## src/rtl/sfa_pkg.sv

```systemverilog
package sfa_pkg;

    localparam int CODE_W    = 3;
    localparam int MAX_DELAY = 4;
    localparam int BYTE_W    = 8;

    localparam logic ADDR_OFFSET = 1'b0;
    localparam logic ADDR_STATUS = 1'b1;

    typedef logic [CODE_W-1:0] ofs_code_t;

    typedef struct packed {
        logic      armed;
        ofs_code_t left;
    } dly_state_t;

    function automatic logic code_reserved(input ofs_code_t c);
        return c > ofs_code_t'(MAX_DELAY);
    endfunction

    function automatic ofs_code_t code_to_delay(input ofs_code_t c);
        return code_reserved(c) ? '0 : c;
    endfunction

endpackage

```

## src/rtl/sfa_cfg_regs.sv

```systemverilog
module sfa_cfg_regs
    import sfa_pkg::*;
(
    input  logic        clk,
    input  logic        rst,
    input  logic        reg_wr,
    input  logic        reg_addr,
    input  logic [7:0]  reg_wdata,
    output logic [7:0]  reg_rdata,
    output ofs_code_t   delay
);

    ofs_code_t code_q;
    logic      err_q;
    logic      wr_code;
    logic      wr_clear;

    assign wr_code  = reg_wr && (reg_addr == ADDR_OFFSET);
    assign wr_clear = reg_wr && (reg_addr == ADDR_STATUS) && reg_wdata[0];

    always_ff @(posedge clk) begin
        if (rst) begin
            code_q <= '0;
            err_q  <= 1'b0;
        end else begin
            if (wr_code) begin
                code_q <= reg_wdata[7:5];
                if (code_reserved(reg_wdata[7:5]))
                    err_q <= 1'b1;
            end else if (wr_clear) begin
                err_q <= 1'b0;
            end
        end
    end

    always_comb begin
        if (reg_addr == ADDR_OFFSET)
            reg_rdata = {code_q, 5'b0};
        else
            reg_rdata = {7'b0, err_q};
    end

    assign delay = code_to_delay(code_q);

    assert_reserved_flag_R5: assert property (@(posedge clk) disable iff (rst)
        (wr_code && code_reserved(reg_wdata[7:5])) |=> err_q);

    assert_sticky_error_R5: assert property (@(posedge clk) disable iff (rst)
        (err_q && !wr_clear) |=> err_q);

    assert_delay_range_R2: assert property (@(posedge clk) disable iff (rst)
        delay <= ofs_code_t'(MAX_DELAY));

endmodule

```

## src/rtl/sfa_frame_timer.sv

```systemverilog
module sfa_frame_timer
    import sfa_pkg::*;
#(
    parameter int NUM_CHANS = 32,
    localparam int CHAN_W   = $clog2(NUM_CHANS)
) (
    input  logic              clk,
    input  logic              rst,
    input  logic              fp_in,
    input  ofs_code_t         delay,
    output logic              frame_start,
    output logic [2:0]        bit_idx,
    output logic [CHAN_W-1:0] chan_idx,
    output logic              locked,
    output logic              last_bit
);

    dly_state_t st_q;
    logic       go;

    assign go = (fp_in && delay == '0) ||
                (!fp_in && st_q.armed && st_q.left == ofs_code_t'(1));

    always_ff @(posedge clk) begin
        if (rst) begin
            st_q <= '0;
        end else if (fp_in) begin
            st_q.armed <= (delay != '0);
            st_q.left  <= delay;
        end else if (st_q.armed) begin
            st_q.left <= st_q.left - ofs_code_t'(1);
            if (st_q.left == ofs_code_t'(1))
                st_q.armed <= 1'b0;
        end
    end

    always_ff @(posedge clk) begin
        if (rst) begin
            frame_start <= 1'b0;
            bit_idx     <= '0;
            chan_idx    <= '0;
            locked      <= 1'b0;
        end else begin
            frame_start <= go;
            if (go) begin
                bit_idx  <= '0;
                chan_idx <= '0;
                locked   <= 1'b1;
            end else begin
                bit_idx <= bit_idx + 3'd1;
                if (bit_idx == 3'd7) begin
                    if (chan_idx == CHAN_W'(NUM_CHANS - 1))
                        chan_idx <= '0;
                    else
                        chan_idx <= chan_idx + CHAN_W'(1);
                end
            end
        end
    end

    assign last_bit = locked && !go && (bit_idx == 3'd6);

    assert_zero_delay_start_R3: assert property (@(posedge clk) disable iff (rst)
        (fp_in && delay == '0) |=> frame_start);

    assert_delayed_no_early_start_R4: assert property (@(posedge clk) disable iff (rst)
        (fp_in && delay != '0) |=> !frame_start);

    assert_pulse_restarts_count_R9: assert property (@(posedge clk) disable iff (rst)
        fp_in |=> (st_q.armed == ($past(delay) != '0)));

    assert_channel_advances_R6: assert property (@(posedge clk) disable iff (rst)
        (locked && !go && bit_idx == 3'd7) |=> (chan_idx != $past(chan_idx) || NUM_CHANS == 1));

endmodule

```

## src/rtl/sfa_deser.sv

```systemverilog
module sfa_deser
    import sfa_pkg::*;
#(
    parameter int NUM_STREAMS = 4
) (
    input  logic                          clk,
    input  logic                          rst,
    input  logic [NUM_STREAMS-1:0]        sdin,
    input  logic                          last_bit,
    output logic [NUM_STREAMS*BYTE_W-1:0] byte_data,
    output logic [NUM_STREAMS-1:0]        byte_valid
);

    for (genvar s = 0; s < NUM_STREAMS; s++) begin : g_lane
        logic [BYTE_W-2:0] shift_q;
        logic [BYTE_W-1:0] data_q;
        logic              valid_q;

        always_ff @(posedge clk) begin
            if (rst) begin
                shift_q <= '0;
                data_q  <= '0;
                valid_q <= 1'b0;
            end else begin
                shift_q <= {shift_q[BYTE_W-3:0], sdin[s]};
                valid_q <= last_bit;
                if (last_bit)
                    data_q <= {shift_q, sdin[s]};
            end
        end

        assign byte_data[s*BYTE_W +: BYTE_W] = data_q;
        assign byte_valid[s]                 = valid_q;

        assert_single_cycle_valid_R7: assert property (@(posedge clk) disable iff (rst)
            valid_q |=> !valid_q);
    end

endmodule

```

## src/rtl/sfa_frame_align.sv

```systemverilog
module sfa_frame_align
    import sfa_pkg::*;
#(
    parameter int NUM_STREAMS = 4,
    parameter int NUM_CHANS   = 32,
    localparam int CHAN_W     = $clog2(NUM_CHANS)
) (
    input  logic                          clk,
    input  logic                          rst,
    input  logic                          fp_in,
    input  logic [NUM_STREAMS-1:0]        sdin,
    input  logic                          reg_wr,
    input  logic                          reg_addr,
    input  logic [7:0]                    reg_wdata,
    output logic [7:0]                    reg_rdata,
    output logic                          frame_start,
    output logic [2:0]                    bit_idx,
    output logic [CHAN_W-1:0]             chan_idx,
    output logic [NUM_STREAMS*BYTE_W-1:0] byte_data,
    output logic [NUM_STREAMS-1:0]        byte_valid
);

    ofs_code_t delay;
    logic      locked;
    logic      last_bit;

    sfa_cfg_regs u_regs (
        .clk       (clk),
        .rst       (rst),
        .reg_wr    (reg_wr),
        .reg_addr  (reg_addr),
        .reg_wdata (reg_wdata),
        .reg_rdata (reg_rdata),
        .delay     (delay)
    );

    sfa_frame_timer #(.NUM_CHANS(NUM_CHANS)) u_timer (
        .clk         (clk),
        .rst         (rst),
        .fp_in       (fp_in),
        .delay       (delay),
        .frame_start (frame_start),
        .bit_idx     (bit_idx),
        .chan_idx    (chan_idx),
        .locked      (locked),
        .last_bit    (last_bit)
    );

    sfa_deser #(.NUM_STREAMS(NUM_STREAMS)) u_deser (
        .clk        (clk),
        .rst        (rst),
        .sdin       (sdin),
        .last_bit   (last_bit),
        .byte_data  (byte_data),
        .byte_valid (byte_valid)
    );

    assert_byte_on_last_bit_R7: assert property (@(posedge clk) disable iff (rst)
        byte_valid[0] |-> (bit_idx == 3'd7));

    assert_no_bytes_unlocked_R10: assert property (@(posedge clk) disable iff (rst)
        !locked |-> (byte_valid == '0));

endmodule

```

## config.mk

```make
export PLATFORM = sky130hd
export DESIGN_NAME = sfa_frame_align
export DESIGN_NICKNAME = d
export VERILOG_FILES = /design/src/rtl/sfa_pkg.sv /design/src/rtl/sfa_cfg_regs.sv /design/src/rtl/sfa_frame_timer.sv /design/src/rtl/sfa_deser.sv /design/src/rtl/sfa_frame_align.sv
export SDC_FILE = /design/constraint.sdc
export NUM_CORES = 1
export LEC_CHECK = 0
export BUFFER_PORTS_ARGS = -buffer_cell sky130_fd_sc_hd__buf_2
export CAP_MARGIN = 0
export CORE_MARGIN = 10
export CORE_UTILIZATION = 50
export CTS_BUF_LIST = sky130_fd_sc_hd__clkbuf_2
export CTS_CLUSTER_DIAMETER = 100
export DETAILED_ROUTE_END_ITERATION = 12
export HOLD_SLACK_MARGIN = 0.08
export PLACE_DENSITY = 0.75
export REMOVE_ABC_BUFFERS = 1
export SYNTH_ARGS = -nofsm -noshare
export SYNTH_HDL_FRONTEND = slang
export SYNTH_SLANG_ARGS = --single-unit
```

## constraint.sdc

```tcl
create_clock -name clk -period 2.5 [get_ports clk]
set_input_delay 0.375 -clock clk [delete_from_list [all_inputs] [get_ports clk]]
set_output_delay 0.375 -clock clk [all_outputs]
set_load 0.02 [all_outputs]
```

Yosys cells after proc, flatten, opt, wreduce, memory -nomap -nowiden
Index checks and enable logic that the tools add are counted.

Equality and inequality tests: 5. Muxes and demuxes: 9. Bitwise gates (word level): 1. Order comparisons: 2. Reductions and logical operators: 17. Add/sub/neg operators: 3.

Operators by type and width (count): logical AND 1 bit (8); two-way mux 4 bit (2); two-way mux 8 bit (1); == test 3 bit (second input constant) (2); > comparator 3 bit (second input constant) (2); adder 5 x 1 -> 5 bit (second input constant) (1); == test 5 bit (second input constant) (1); two-way mux 5 bit (1); two-way mux 1 bit (4); nonzero test 2 bit (2); adder 3 x 1 -> 3 bit (second input constant) (1); == test 3 x 1 -> 1 bit (second input constant) (1); zero test 3 bit (1); two-way mux 3 bit (1); nonzero test 3 bit (1); subtractor 3 x 1 -> 3 bit (second input constant) (1); zero test 1 bit (2); != test 2 bit (second input constant) (1); AND reduction 2 bit (1); OR reduction 2 bit (1); logical OR 1 bit (1); NOT 1 bit (1).

Logic and storage cells: 54. Input bits: 17. Output and inout port bits: 53. Register bits: 79.

Depth between registers and ports, before layout
Gate-level depths: netlist of run 1.

Depth in word-level cells: 8. Depth in mapped cells: 8. Depth with buffers taken out: 6.

Hierarchy
From an unflattened synthesis of run 1, not the netlist that was laid out.

Cell total of the unflattened synthesis: 266. Area, all modules: 2922.8 um^2.

Modules (own cells, without submodules): sfa_deser (area each 1991.9 um^2, cells each 169, sequential area each 1221.2 um^2, instances 1); sfa_frame_timer (area each 681.9 um^2, cells each 69, sequential area each 280.3 um^2, instances 1); sfa_cfg_regs (area each 249.0 um^2, cells each 28, sequential area each 80.1 um^2, instances 1).

Worst setup path after synthesis of run 1
No wires, ideal clock.

Path type: input to register. Start: input fp_in. End: register u_deser.g_lane[0].data_q[0]. Path slack: 643 ps. Library setup time: 121 ps. Path buffers: 3. Arrival: 1736 ps. Stages on the path: 7. Cell sequence: buf_4 > or4b_1 > o211a_2 > nand2b_4 > buf_12 > buf_12 > mux2_4.

Cells in the longest elaborated chain, start to end: 7.

Ends and longest elaborated chain: from (decl) (line sfa_frame_align.sv:10) `input logic fp_in,`; zero test 1 bit (line sfa_frame_timer.sv:22) `(!fp_in && st_q.armed && st_q.left == ofs_code_t'(1));`; logical AND 1 bit (2 in series) (line sfa_frame_timer.sv:22); logical OR 1 bit * (line sfa_frame_timer.sv:21) `assign go = (fp_in && delay == '0) ||`; zero test 1 bit * (line sfa_frame_timer.sv:61) `assign last_bit = locked && !go && (bit_idx == 3'd6);`; logical AND 1 bit * (2 in series) (line sfa_frame_timer.sv:61); to (signal assigned) (line sfa_deser.sv:28) `data_q <= {shift_q, sdin[s]};`; to (decl) (line sfa_deser.sv:16) `logic [BYTE_W-1:0] data_q;`.

Every way passes the cells marked *; elsewhere a longest branch is shown, timed or not. A chain may end at the register's enable or synchronous reset.

Worst setup path after layout of run 1
Start: register u_regs.code_q[0]. End: register u_deser.g_lane[2].data_q[2].

Cells in the longest elaborated chain, start to end: 8.

Ends and longest elaborated chain: from (decl) (line sfa_cfg_regs.sv:13) `ofs_code_t code_q;`; from (signal assigned) (line sfa_cfg_regs.sv:27) `code_q <= reg_wdata[7:5];`; > comparator 3 bit (line sfa_pkg.sv:18) `return c > ofs_code_t'(MAX_DELAY);`; two-way mux 3 bit * (line sfa_pkg.sv:22) `return code_reserved(c) ? '0 : c;`; zero test 3 bit * (line sfa_frame_timer.sv:21); logical AND 1 bit * (line sfa_frame_timer.sv:21); logical OR 1 bit * (line sfa_frame_timer.sv:21); zero test 1 bit * (line sfa_frame_timer.sv:61); logical AND 1 bit * (2 in series) (line sfa_frame_timer.sv:61); to (signal assigned) (line sfa_deser.sv:28); to (decl) (line sfa_deser.sv:16).

Marked as above.

==> flow_summary_export.csv, run 1 <==
group,metric,value,unit
status,status,"finished, final reports clean",
finish,multiInputGateArea,1310,um^2
placement,placed_cell_area,3360,um^2
worst_setup_path,cpLargestDelayFamily,"simple AND/OR/NAND/NOR gates",
power_and_ir_drop,vdd_ir_drop_max,0.000408,V
synth,synthXorXnorAreaFrac,1.43,%
synth,synth.top_cell.area_share,51.5,%
run,cap_viol_max_count,0,
cts,clock-root-buffer,"clkbuf_2",
placement,dp.cells,395,
global_routing,grt_max_degree,51,
sta,min_period,1920,ps
global_routing,grt_overflow,0,
route,drt_iter0_drc,40,
sta,hold_violations,0,
synth,syn_area,3070,um^2
synth,synth_area_leaders,"dfxtp_1 51%, nor2b_1 12%, mux2_4 9.8%",
power_and_ir_drop,power_frac_comb,5.4,%
placement,port_buffers,61,
synth,synth_cells,276,
worst_setup_path,cp_slowest_cell,"or4b_1",
finish,diodes,0,
power_and_ir_drop,clock_power_share,35.5,%
synth,synthMuxAreaShare,15.3,%
sta,fin_skew,16.3,ps
route,routedWlPerCell,12.4,um
cts,cts_tree,"done",
synth,synth_top_family_by_area,"simple AND/OR/NAND/NOR gates",
synth,synth.most_common_cell,"dfxtp_1",
floorplanning,fp.coreArea,5960,um^2
cts,numCtsBuffers,9,
finish,num-fill-cells,520,
synth,synthAdderAreaFrac,2.85,%
worst_hold_path,hold_class,"input pin to register",
route,finalWirelength,5180,um
sta,final.setup.tns,0,ps
global_routing,antenna_found_initial,0,
cts,clk_path_buf_depth,2,
floorplanning,dieArea,9680,um^2
route,antenna_left,0,
power_and_ir_drop,p_sw_share,23.9,%
worst_setup_path,critPathRequiredTime,2900,ps
finish,area_growth_syn_to_layout,16.2,%
floorplanning,pin_count,70,
floorplanning,start_util,51.6,%
global_routing,grt_pass1_vias,1908,
sta,setup_violations,0,
worst_setup_path,critPathMaxFanout,28,
sta,finalMaxSlewViolations,0,
synth,synthSimpleGateAreaFrac,20.0,%
cts,htree_levels,3,
global_routing,grt_pass1_wl,8800,um
power_and_ir_drop,p_int,0.00167,W
sta,fmax,0.520,GHz
synth,yosysSeqAreaShare,51.5,%
sta,rsz0062_at_grt,"false",
power_and_ir_drop,power.density,614,nW/um^2
synth,yosys.area.top_type,"dfxtp_1",
placement,hpwl,3520,um
finish,seq_area,1580,um^2
placement,gp_congestion,0.748,
synth,syn_avg_cell_area,11.1,um^2
sta,period_share,76.9,%
power_and_ir_drop,seqPwrFrac,59.1,%
route,drc,0,
synth,synth_common_cells,"79 x dfxtp_1, 61 x nor2b_1, 21 x nor2_1, 20 x mux2_4, 10 x clkbuf_1",
cts,cts.clk_slew.worst_paths,220,ps
finish,postLayoutCellArea,3570,um^2
route,dr.pass1.iters,4,
synth,synth-compound-area-share,2.57,%
floorplanning,fp.dieH,98.4,um
cts,cts_sinks,79,
worst_setup_path,cp_slowest_stage_delay,540,ps
worst_setup_path,crit_arrival,2320,ps
worst_setup_path,path_cells,"or4b_1 > o211a_2 > nand2b_4 > buf_12 > mux2_2",
synth,synthFlopType,"dfxtp_1",
finish,drive_above_1_share,31.5,%
route,vias_per_cell,4.62,
power_and_ir_drop,leakage,1.68,nW
cts,clk-insertion-delay-late,480,ps
synth,synth_edf_count,0,
sta,hold_slack,153,ps
finish,fin_cells,418,
floorplanning,die_x,98.4,um
worst_setup_path,end_kind,"register",
worst_setup_path,setup.worst_path.start_class,"register",
power_and_ir_drop,finalPower,0.00219,W
route,vias,1933,
global_routing,grtUsageTotal,11.0,%
synth,synth_warnings,0,
synth,async_flop_share,0,%
floorplanning,rows,28,
worst_setup_path,critPathKind,"register to register",
synth,synth.distinct_cells,31,
power_and_ir_drop,p_switching,0.000525,W
worst_setup_path,crit_buf_inv,1,
finish,finalNetCount,362,
synth,synth-seq-cells,79,
[sequential cells by signal, indices dropped and copies added, names as in the netlist]
| register | cells |
|---|---|
| u_timer.frame_start | 1 |
| u_timer.locked | 1 |
| u_timer.chan_idx | 5 |
| u_deser.g_lane.valid_q | 1 |
| u_deser.g_lane.shift_q | 28 |
| u_timer.bit_idx | 3 |
| u_regs.code_q | 3 |
| u_regs.err_q | 1 |
| u_deser.g_lane.data_q | 32 |
| u_timer.st_q | 4 |
[layer usage]
layer,GRT usage [%],up-vias,wire (um)
li1,-,1005,-
met1,12.4,875,2320
met2,16.5,45,2380
met3,5.43,8,431
met4,5.95,0,52
met5,0,-,0
[placed cells by master (no fill, tap or decap), drive strengths merged, types with 2 or more instances in the layout]
master / synthesis / routed
nand2b: 10 / 10
clkinv: 0 / 2
bufinv: 0 / 2
nor2: 21 / 21
a211oi: 2 / 2
dfxtp: 79 / 79
clkinvlp: 0 / 2
xor2: 4 / 4
a21oi: 6 / 6
nor2b: 61 / 61
inv: 7 / 8
mux2: 28 / 28
conb: 1 / 4
dlygate4sd3: 0 / 7
nand3: 2 / 2
nand2: 6 / 6
clkbuf: 10 / 9
mux2i: 8 / 8
buf: 12 / 63
ha: 7 / 7
[metrics by stage]
stage | utilization [%] | worst slack (ps)
detailed placement | 56.4 | 485
floorplan | - | 669
global placement | 56.4 | 506
CTS | 59.9 | 584
finish | 59.9 | 577
global route | 59.9 | 504
[cell families (layout without fill, tap and decap cells)]
family                   after synthesis  in the layout
AO/OA/AOI/OAI                         12             12
XOR/XNOR                               5              5
adder cells (fa/ha/maj)                7              7
buffers and inverters                 29             93
flip-flops                            79             79
multiplexers                          36             36
other                                  1              4
AND/OR/NAND/NOR                      107            107
[layout make-up]
| type | instances | area share (%) |
|---|---|---|
| flip-flops and latches | 79 | 44.3 |
| multi-input cells | 171 | 36.7 |
| repair buffers | 70 | 11.6 |
| clock inverters | 7 | 2.70 |
| well taps | 75 | 2.63 |
| clock buffers | 9 | 1.26 |
| inverters | 7 | 0.736 |
[worst paths after layout]
path | startpoint | to | slack (ps) | depth (start not counted)
hold reg to reg | u_deser.g_lane[2].shift_q[1]$_SDFF_PP0_ | u_deser.g_lane[2].shift_q[2]$_SDFF_PP0_ | 460 | 1
setup / recovery | u_regs.code_q[0]$_SDFFE_PP0P_ | u_deser.g_lane[2].data_q[2]$_SDFFE_PP0P_ | 580 | 5
setup reg to reg | u_regs.code_q[0]$_SDFFE_PP0P_ | u_deser.g_lane[2].data_q[2]$_SDFFE_PP0P_ | 580 | 5
hold / removal | reg_wdata[0] | u_regs.err_q$_SDFFE_PP0P_ | 150 | 4
[tightest hold or removal path, delay by kind of cell]
kind	cells	cell delay, ps
simple gates	2	120
buf+inv	1	70
compound gates	1	50
[power groups by stage]
stage / registers, W / clock network, W / logic (W)
finish: 0.00130 / 0.000778 / 0.000118
global route: 0.00130 / 0.000863 / 0.000134
CTS: 0.00130 / 0.000805 / 0.000120
detailed placement: 0.00132 / 0 / 0.000111
global placement: 0.00132 / 0 / 0.000109
floorplan: 0.00132 / 0 / 0.0000587
[repair_timing]
| item | 4_1_cts | 5_1_grt |
|---|---|---|
| setup buffers | 0 | 0 |
| hold endpoints to repair | 7 | 0 |
| hold buffers | 7 | 0 |
| gates resized for setup | 0 | 0 |
(Power assumes the default switching activity.)
==> run 2: changes to the inputs <==
==> constraint.sdc (replaced) <==
create_clock -name clk -period 1.8 [get_ports clk]
set_input_delay 0.27 -clock clk [delete_from_list [all_inputs] [get_ports clk]]
set_output_delay 0.27 -clock clk [all_outputs]
set_load 0.02 [all_outputs]
==> flow_summary_export.csv, run 2 (synthesis gave the netlist of run 1 again) <==
group,metric,value,unit
status,status,"finished, final reports clean",
floorplanning,rows,28,
sta,period_share,97.5,%
finish,num-fill-cells,506,
global_routing,grt_pass1_vias,1951,
power_and_ir_drop,vdd_ir_drop_max,0.000596,V
worst_setup_path,path_cells,"or4b_1 > o211a_2 > nand2b_4 > buf_12 > mux2_2",
global_routing,antenna_found_initial,0,
route,vias_per_cell,4.63,
cts,cts_tree,"done",
worst_setup_path,critPathRequiredTime,2190,ps
sta,min_period,1760,ps
power_and_ir_drop,p_switching,0.000710,W
route,vias,1983,
worst_setup_path,crit_buf_inv,1,
floorplanning,dieArea,9680,um^2
placement,hpwl,3800,um
worst_setup_path,crit_arrival,2150,ps
power_and_ir_drop,p_sw_share,21.4,%
finish,layout_common_cells,"79 x dfxtp_1, 61 x buf_2, 60 x nor2b_1, 21 x nor2_1, 20 x mux2_4",
finish,drive_above_1_share,32.9,%
sta,fin_skew,31.1,ps
cts,cts_sinks,79,
route,antenna_left,0,
worst_setup_path,critPathKind,"register to register",
cts,clk_path_buf_depth,2,
worst_hold_path,hold_class,"input pin to register",
power_and_ir_drop,p_int,0.00261,W
sta,setup_violations,0,
floorplanning,start_util,51.6,%
power_and_ir_drop,seqPwrFrac,54.2,%
placement,placed_cell_area,3410,um^2
global_routing,grt_pass1_wl,8960,um
power_and_ir_drop,leakage,1.76,nW
worst_setup_path,cp_slowest_cell,"or4b_1",
route,routedWlPerCell,12.7,um
finish,multiInputGateArea,1320,um^2
global_routing,grtUsageTotal,11.1,%
sta,hold_violations,0,
route,dr.pass1.iters,4,
placement,port_buffers,61,
finish,finalNetCount,372,
route,drt_iter0_drc,26,
floorplanning,fp.coreArea,5960,um^2
route,finalWirelength,5430,um
run,cap_viol_max_count,0,
cts,cts.clk_slew.worst_paths,220,ps
finish,final_common_cell,"dfxtp_1",
finish,largest_register_ffs,32,
power_and_ir_drop,power_frac_comb,5.6,%
finish,seq_area,1580,um^2
floorplanning,pin_count,70,
worst_setup_path,setup.worst_path.start_class,"register",
global_routing,grt_max_degree,46,
placement,dp.cells,402,
cts,clock-root-buffer,"clkbuf_2",
floorplanning,die_x,98.4,um
finish,diodes,0,
finish,postLayoutCellArea,3700,um^2
finish,regMostFlops,"u_deser.g_lane.data_q",
worst_setup_path,end_kind,"register",
sta,fmax,0.570,GHz
cts,clk-insertion-delay-late,490,ps
worst_setup_path,cpLargestDelayFamily,"simple AND/OR/NAND/NOR gates",
sta,finalMaxSlewViolations,0,
cts,numCtsBuffers,9,
cts,htree_levels,3,
power_and_ir_drop,power.density,897,nW/um^2
global_routing,grt_overflow,0,
route,drc,0,
worst_setup_path,critPathMaxFanout,15,
worst_setup_path,reg2reg_slack,40,ps
power_and_ir_drop,clock_power_share,40.3,%
cts,cts_setup_buffers,0,
floorplanning,fp.dieH,98.4,um
finish,fin_cells,428,
power_and_ir_drop,finalPower,0.00332,W
finish,area_growth_syn_to_layout,20.4,%
worst_setup_path,cp_slowest_stage_delay,520,ps
sta,rsz0062_at_grt,"true",
finish,top_regs,"u_deser.g_lane.data_q x32, u_deser.g_lane.shift_q x28, u_timer.chan_idx x5",
placement,gp_congestion,0.760,
[run 2: changes by cell type in the layout (fill, tap and decap cells not counted), sizes merged]
| cell | before | now |
|---|---|---|
| inv | 8 | 7 |
| clkbuf | 9 | 10 |
| bufinv | 2 | 4 |
| buf | 63 | 70 |
| clkinvlp | 2 | 0 |
| dlygate4sd3 | 7 | 10 |
[run 2: through the flow]
step	util [%]	setup TNS, ps	hold slack, ps	worst slack [ps]
global placement	57.3	0	437	73.2
floorplan	-	-251	339	-31.4
finish	62.1	0	203	44.5
detailed placement	57.3	-3.06	440	-3.06
CTS	62.1	0	81.6	43.5
global route	62.1	-14.1	230	-6.57
[run 2: per-layer routing]
layer / GRT usage (%) / routed length [um] / vias to the layer above
li1: - / - / 1024
met1: 12.5 / 2430 / 905
met2: 16.9 / 2480 / 47
met3: 5.57 / 458 / 7
met5: 0 / 0 / -
met4: 5.51 / 68 / 0
[run 2: repair_timing]
| item | 4_1_cts | 5_1_grt |
|---|---|---|
| hold endpoints to repair | 8 | 1 |
| gates resized for setup | 1 | 1 |
| setup endpoints to repair | 4 | 7 |
| cloned | 0 | 0 |
| hold buffers | 10 | 1 |
[run 2: worst min-delay path, cell delays in order]
cell and delay, ps:
buf_2 130, nor2b_1 110, o211ai_1 100, a21oi_1 70
[run 2: worst paths after layout]
| kind | to | from | cells past startpoint |
|---|---|---|---|
| setup / recovery | u_deser.g_lane[2].data_q[0]$_SDFFE_PP0P_ | u_regs.code_q[0]$_SDFFE_PP0P_ | 5 |
| setup reg to reg | u_deser.g_lane[2].data_q[0]$_SDFFE_PP0P_ | u_regs.code_q[0]$_SDFFE_PP0P_ | 5 |
| hold / removal | u_regs.err_q$_SDFFE_PP0P_ | reg_addr | 4 |
| hold reg to reg | u_deser.g_lane[3].shift_q[6]$_SDFF_PP0_ | u_deser.g_lane[3].shift_q[5]$_SDFF_PP0_ | 1 |
[run 2: cell type report]
class,count,share of cell area (%)
sequential,79,42.7
multi-input combinational,171,35.6
timing repair buffer,80,13.5
clock inverter,6,3.58
tap,75,2.54
clock buffer,10,1.35
inverter,7,0.710
[run 2: power by group through the flow]
stage / clock network (W) / registers (W) / logic (W)
2_1_floorplan: 0 / 0.00184 / 0.0000815
3_3_place_gp: 0 / 0.00183 / 0.000162
3_5_place_dp: 0 / 0.00183 / 0.000166
4_1_cts: 0.00136 / 0.00180 / 0.000184
5_1_grt: 0.00144 / 0.00180 / 0.000206
6_report: 0.00134 / 0.00180 / 0.000184
==> run 3: changes to the inputs <==
--- a/config.mk
+++ b/config.mk
@@ -8,12 +8,11 @@
 export BUFFER_PORTS_ARGS = -buffer_cell sky130_fd_sc_hd__buf_2
 export CAP_MARGIN = 0
 export CORE_MARGIN = 10
-export CORE_UTILIZATION = 50
+export CORE_UTILIZATION = 40
 export CTS_BUF_LIST = sky130_fd_sc_hd__clkbuf_2
 export CTS_CLUSTER_DIAMETER = 100
 export DETAILED_ROUTE_END_ITERATION = 12
 export HOLD_SLACK_MARGIN = 0.08
-export PLACE_DENSITY = 0.75
 export REMOVE_ABC_BUFFERS = 1
 export SYNTH_ARGS = -nofsm -noshare
 export SYNTH_HDL_FRONTEND = slang
==> flow_summary_export.csv, run 3 (synthesis gave the netlist of run 1 again) <==
group,metric,value,unit
status,status,"finished, final reports clean",
sta,setup_ws,53.5,ps
worst_hold_path,hold_path_depth,3,
worst_hold_path,hold_class,"input pin to register",
global_routing,grt_max_degree,77,
finish,final_util,49.7,%
finish,finalNetCount,372,
power_and_ir_drop,p_int,0.00219,W
power_and_ir_drop,seqPwrFrac,62.3,%
worst_setup_path,critPathMaxFanout,11,
worst_setup_path,setup.worst_path.start_class,"register",
cts,cts_setup_buffers,0,
placement,hpwl,3710,um
sta,setup_violations,0,
finish,diodes,0,
route,dr.pass1.iters,4,
power_and_ir_drop,p_switching,0.000698,W
finish,area_growth_syn_to_layout,19.3,%
route,antenna_left,0,
cts,cts.clk_slew.worst_paths,210,ps
cts,clk-insertion-delay-late,480,ps
placement,port_buffers,61,
power_and_ir_drop,clock_power_share,31.3,%
global_routing,antenna_found_initial,0,
cts,htree_levels,3,
route,vias_per_cell,4.31,
floorplanning,start_util,41.7,%
global_routing,grt_overflow,0,
finish,drive_above_1_share,33.4,%
floorplanning,dieArea,11600,um^2
sta,period_share,97.0,%
worst_setup_path,critPathRequiredTime,2180,ps
floorplanning,rows,31,
cts,clk_path_buf_depth,2,
global_routing,grtUsageTotal,9.72,%
run,cap_viol_max_count,0,
cts,numCtsBuffers,9,
sta,fmax,0.573,GHz
floorplanning,fp.dieH,108,um
worst_setup_path,crit_buf_inv,1,
worst_setup_path,regToRegStartpoint,"u_regs.code_q[0]$_SDFFE_PP0P_",
worst_hold_path,hold_end,"u_timer.st_q[0]$_SDFFE_PP0P_",
placement,gp_congestion,0.686,
worst_hold_path,min-delay-start,"fp_in",
floorplanning,die_x,108,um
route,drt_iter0_drc,61,
power_and_ir_drop,leakage,1.73,nW
finish,regMostFlops,"u_deser.g_lane.data_q",
worst_setup_path,cp_slowest_stage_delay,510,ps
worst_setup_path,cp_slowest_cell,"or4b_1",
route,vias,1949,
finish,top_regs,"u_deser.g_lane.data_q x32, u_deser.g_lane.shift_q x28, u_timer.chan_idx x5",
worst_setup_path,r2r.worst_path.cells,5,
route,finalWirelength,5560,um
worst_setup_path,rr_endpoint,"u_deser.g_lane[2].data_q[5]$_SDFFE_PP0P_",
cts,clock-root-buffer,"clkbuf_2",
sta,finalMaxSlewViolations,0,
worst_setup_path,cpLargestDelayFamily,"simple AND/OR/NAND/NOR gates",
cts,cts_tree,"done",
route,drc,0,
finish,final_common_cell,"dfxtp_1",
placement,pre_cts_ws,39.8,ps
sta,hold_violations,0,
sta,fin_skew,20.8,ps
worst_setup_path,crit_arrival,2130,ps
finish,layout_common_cells,"79 x dfxtp_1, 61 x buf_2, 60 x nor2b_1, 21 x nor2_1, 20 x mux2_4",
route,routedWlPerCell,12.3,um
power_and_ir_drop,p_sw_share,24.2,%
worst_setup_path,critPathKind,"register to register",
cts,cts_sinks,79,
power_and_ir_drop,power_frac_comb,6.4,%
finish,largest_register_ffs,32,
worst_setup_path,reg2reg_slack,50,ps
sta,final.setup.tns,0,ps
global_routing,grt_pass1_vias,1939,
sta,min_period,1750,ps
floorplanning,fp.coreArea,7370,um^2
power_and_ir_drop,power.density,787,nW/um^2
worst_setup_path,end_kind,"register",
global_routing,grt_pass1_wl,9180,um
worst_setup_path,path_cells,"or4b_1 > o211a_2 > nand2b_4 > buf_12 > mux2_2",
sta,rsz0062_at_grt,"true",
floorplanning,pin_count,70,
power_and_ir_drop,vdd_ir_drop_max,0.000757,V
==> run 3: stage by stage <==
stage / total power (W) / hold slack (ps) / instance area [um^2] / cells
floorplan: 0.00192 / 339 / 2920 / 257
CTS: 0.00294 / 83.5 / 3660 / 452
finish: 0.00289 / 138 / 3660 / 452
global route: 0.00302 / 89.8 / 3660 / 452
global placement: 0.00200 / 440 / 3460 / 427
detailed placement: 0.00200 / 443 / 3460 / 427
==> run 3: layer usage <==
layer  wire, um  global-route usage [%]  up-vias
li1           -                       -     1023
met4         49                    2.86        0
met5          0                       0        -
met1       2540                    10.8      870
met2       2440                    15.1       52
met3        525                    6.05        4
==> run 3: power groups by stage <==
stage | clock, W | combinational (W) | sequential [W]
2_1_floorplan | 0 | 0.0000815 | 0.00184
3_5_place_dp | 0 | 0.000170 | 0.00183
4_1_cts | 0.000954 | 0.000185 | 0.00180
6_report | 0.000904 | 0.000184 | 0.00180
5_1_grt | 0.00101 | 0.000204 | 0.00180
3_3_place_gp | 0 | 0.000166 | 0.00183
==> run 3: tightest hold or removal path, cell delays in order <==
cell	delay (ps)
buf_2	90
buf_4	150
a211oi_1	70
==> run 3: worst max path at each step <==
stage,start,to,slack [ps],depth (start not counted)
CTS,u_regs.code_q[0]$_SDFFE_PP0P_,u_deser.g_lane[1].data_q[7]$_SDFFE_PP0P_,30,6
global placement,u_regs.code_q[0]$_SDFFE_PP0P_,u_deser.g_lane[2].data_q[3]$_SDFFE_PP0P_,80,5
detailed placement,fp_in,u_deser.g_lane[1].data_q[7]$_SDFFE_PP0P_,40,7
floorplan,u_regs.code_q[0]$_SDFFE_PP0P_,u_deser.g_lane[0].data_q[5]$_SDFFE_PP0P_,-30,4
global route,u_regs.code_q[0]$_SDFFE_PP0P_,u_deser.g_lane[2].data_q[5]$_SDFFE_PP0P_,-10,5
finish,u_regs.code_q[0]$_SDFFE_PP0P_,u_deser.g_lane[2].data_q[5]$_SDFFE_PP0P_,50,5
==> run 3: layout make-up <==
| cell class | instances | area (um^2) |
|---|---|---|
| Multi-Input combinational cell | 171 | 1310 |
| Clock inverter | 6 | 61.3 |
| Fill cell | 714 | 3700 |
| Timing Repair Buffer | 80 | 508 |
| Inverter | 7 | 26.3 |
| Clock buffer | 10 | 50.0 |
| Sequential cell | 79 | 1580 |
| Tap cell | 99 | 124 |
==> run 3: repair_timing <==
item                       CTS  global route
gates resized for setup      0             1
hold endpoints to repair     8             0
hold buffers                 9             0
setup endpoints to repair    0             4
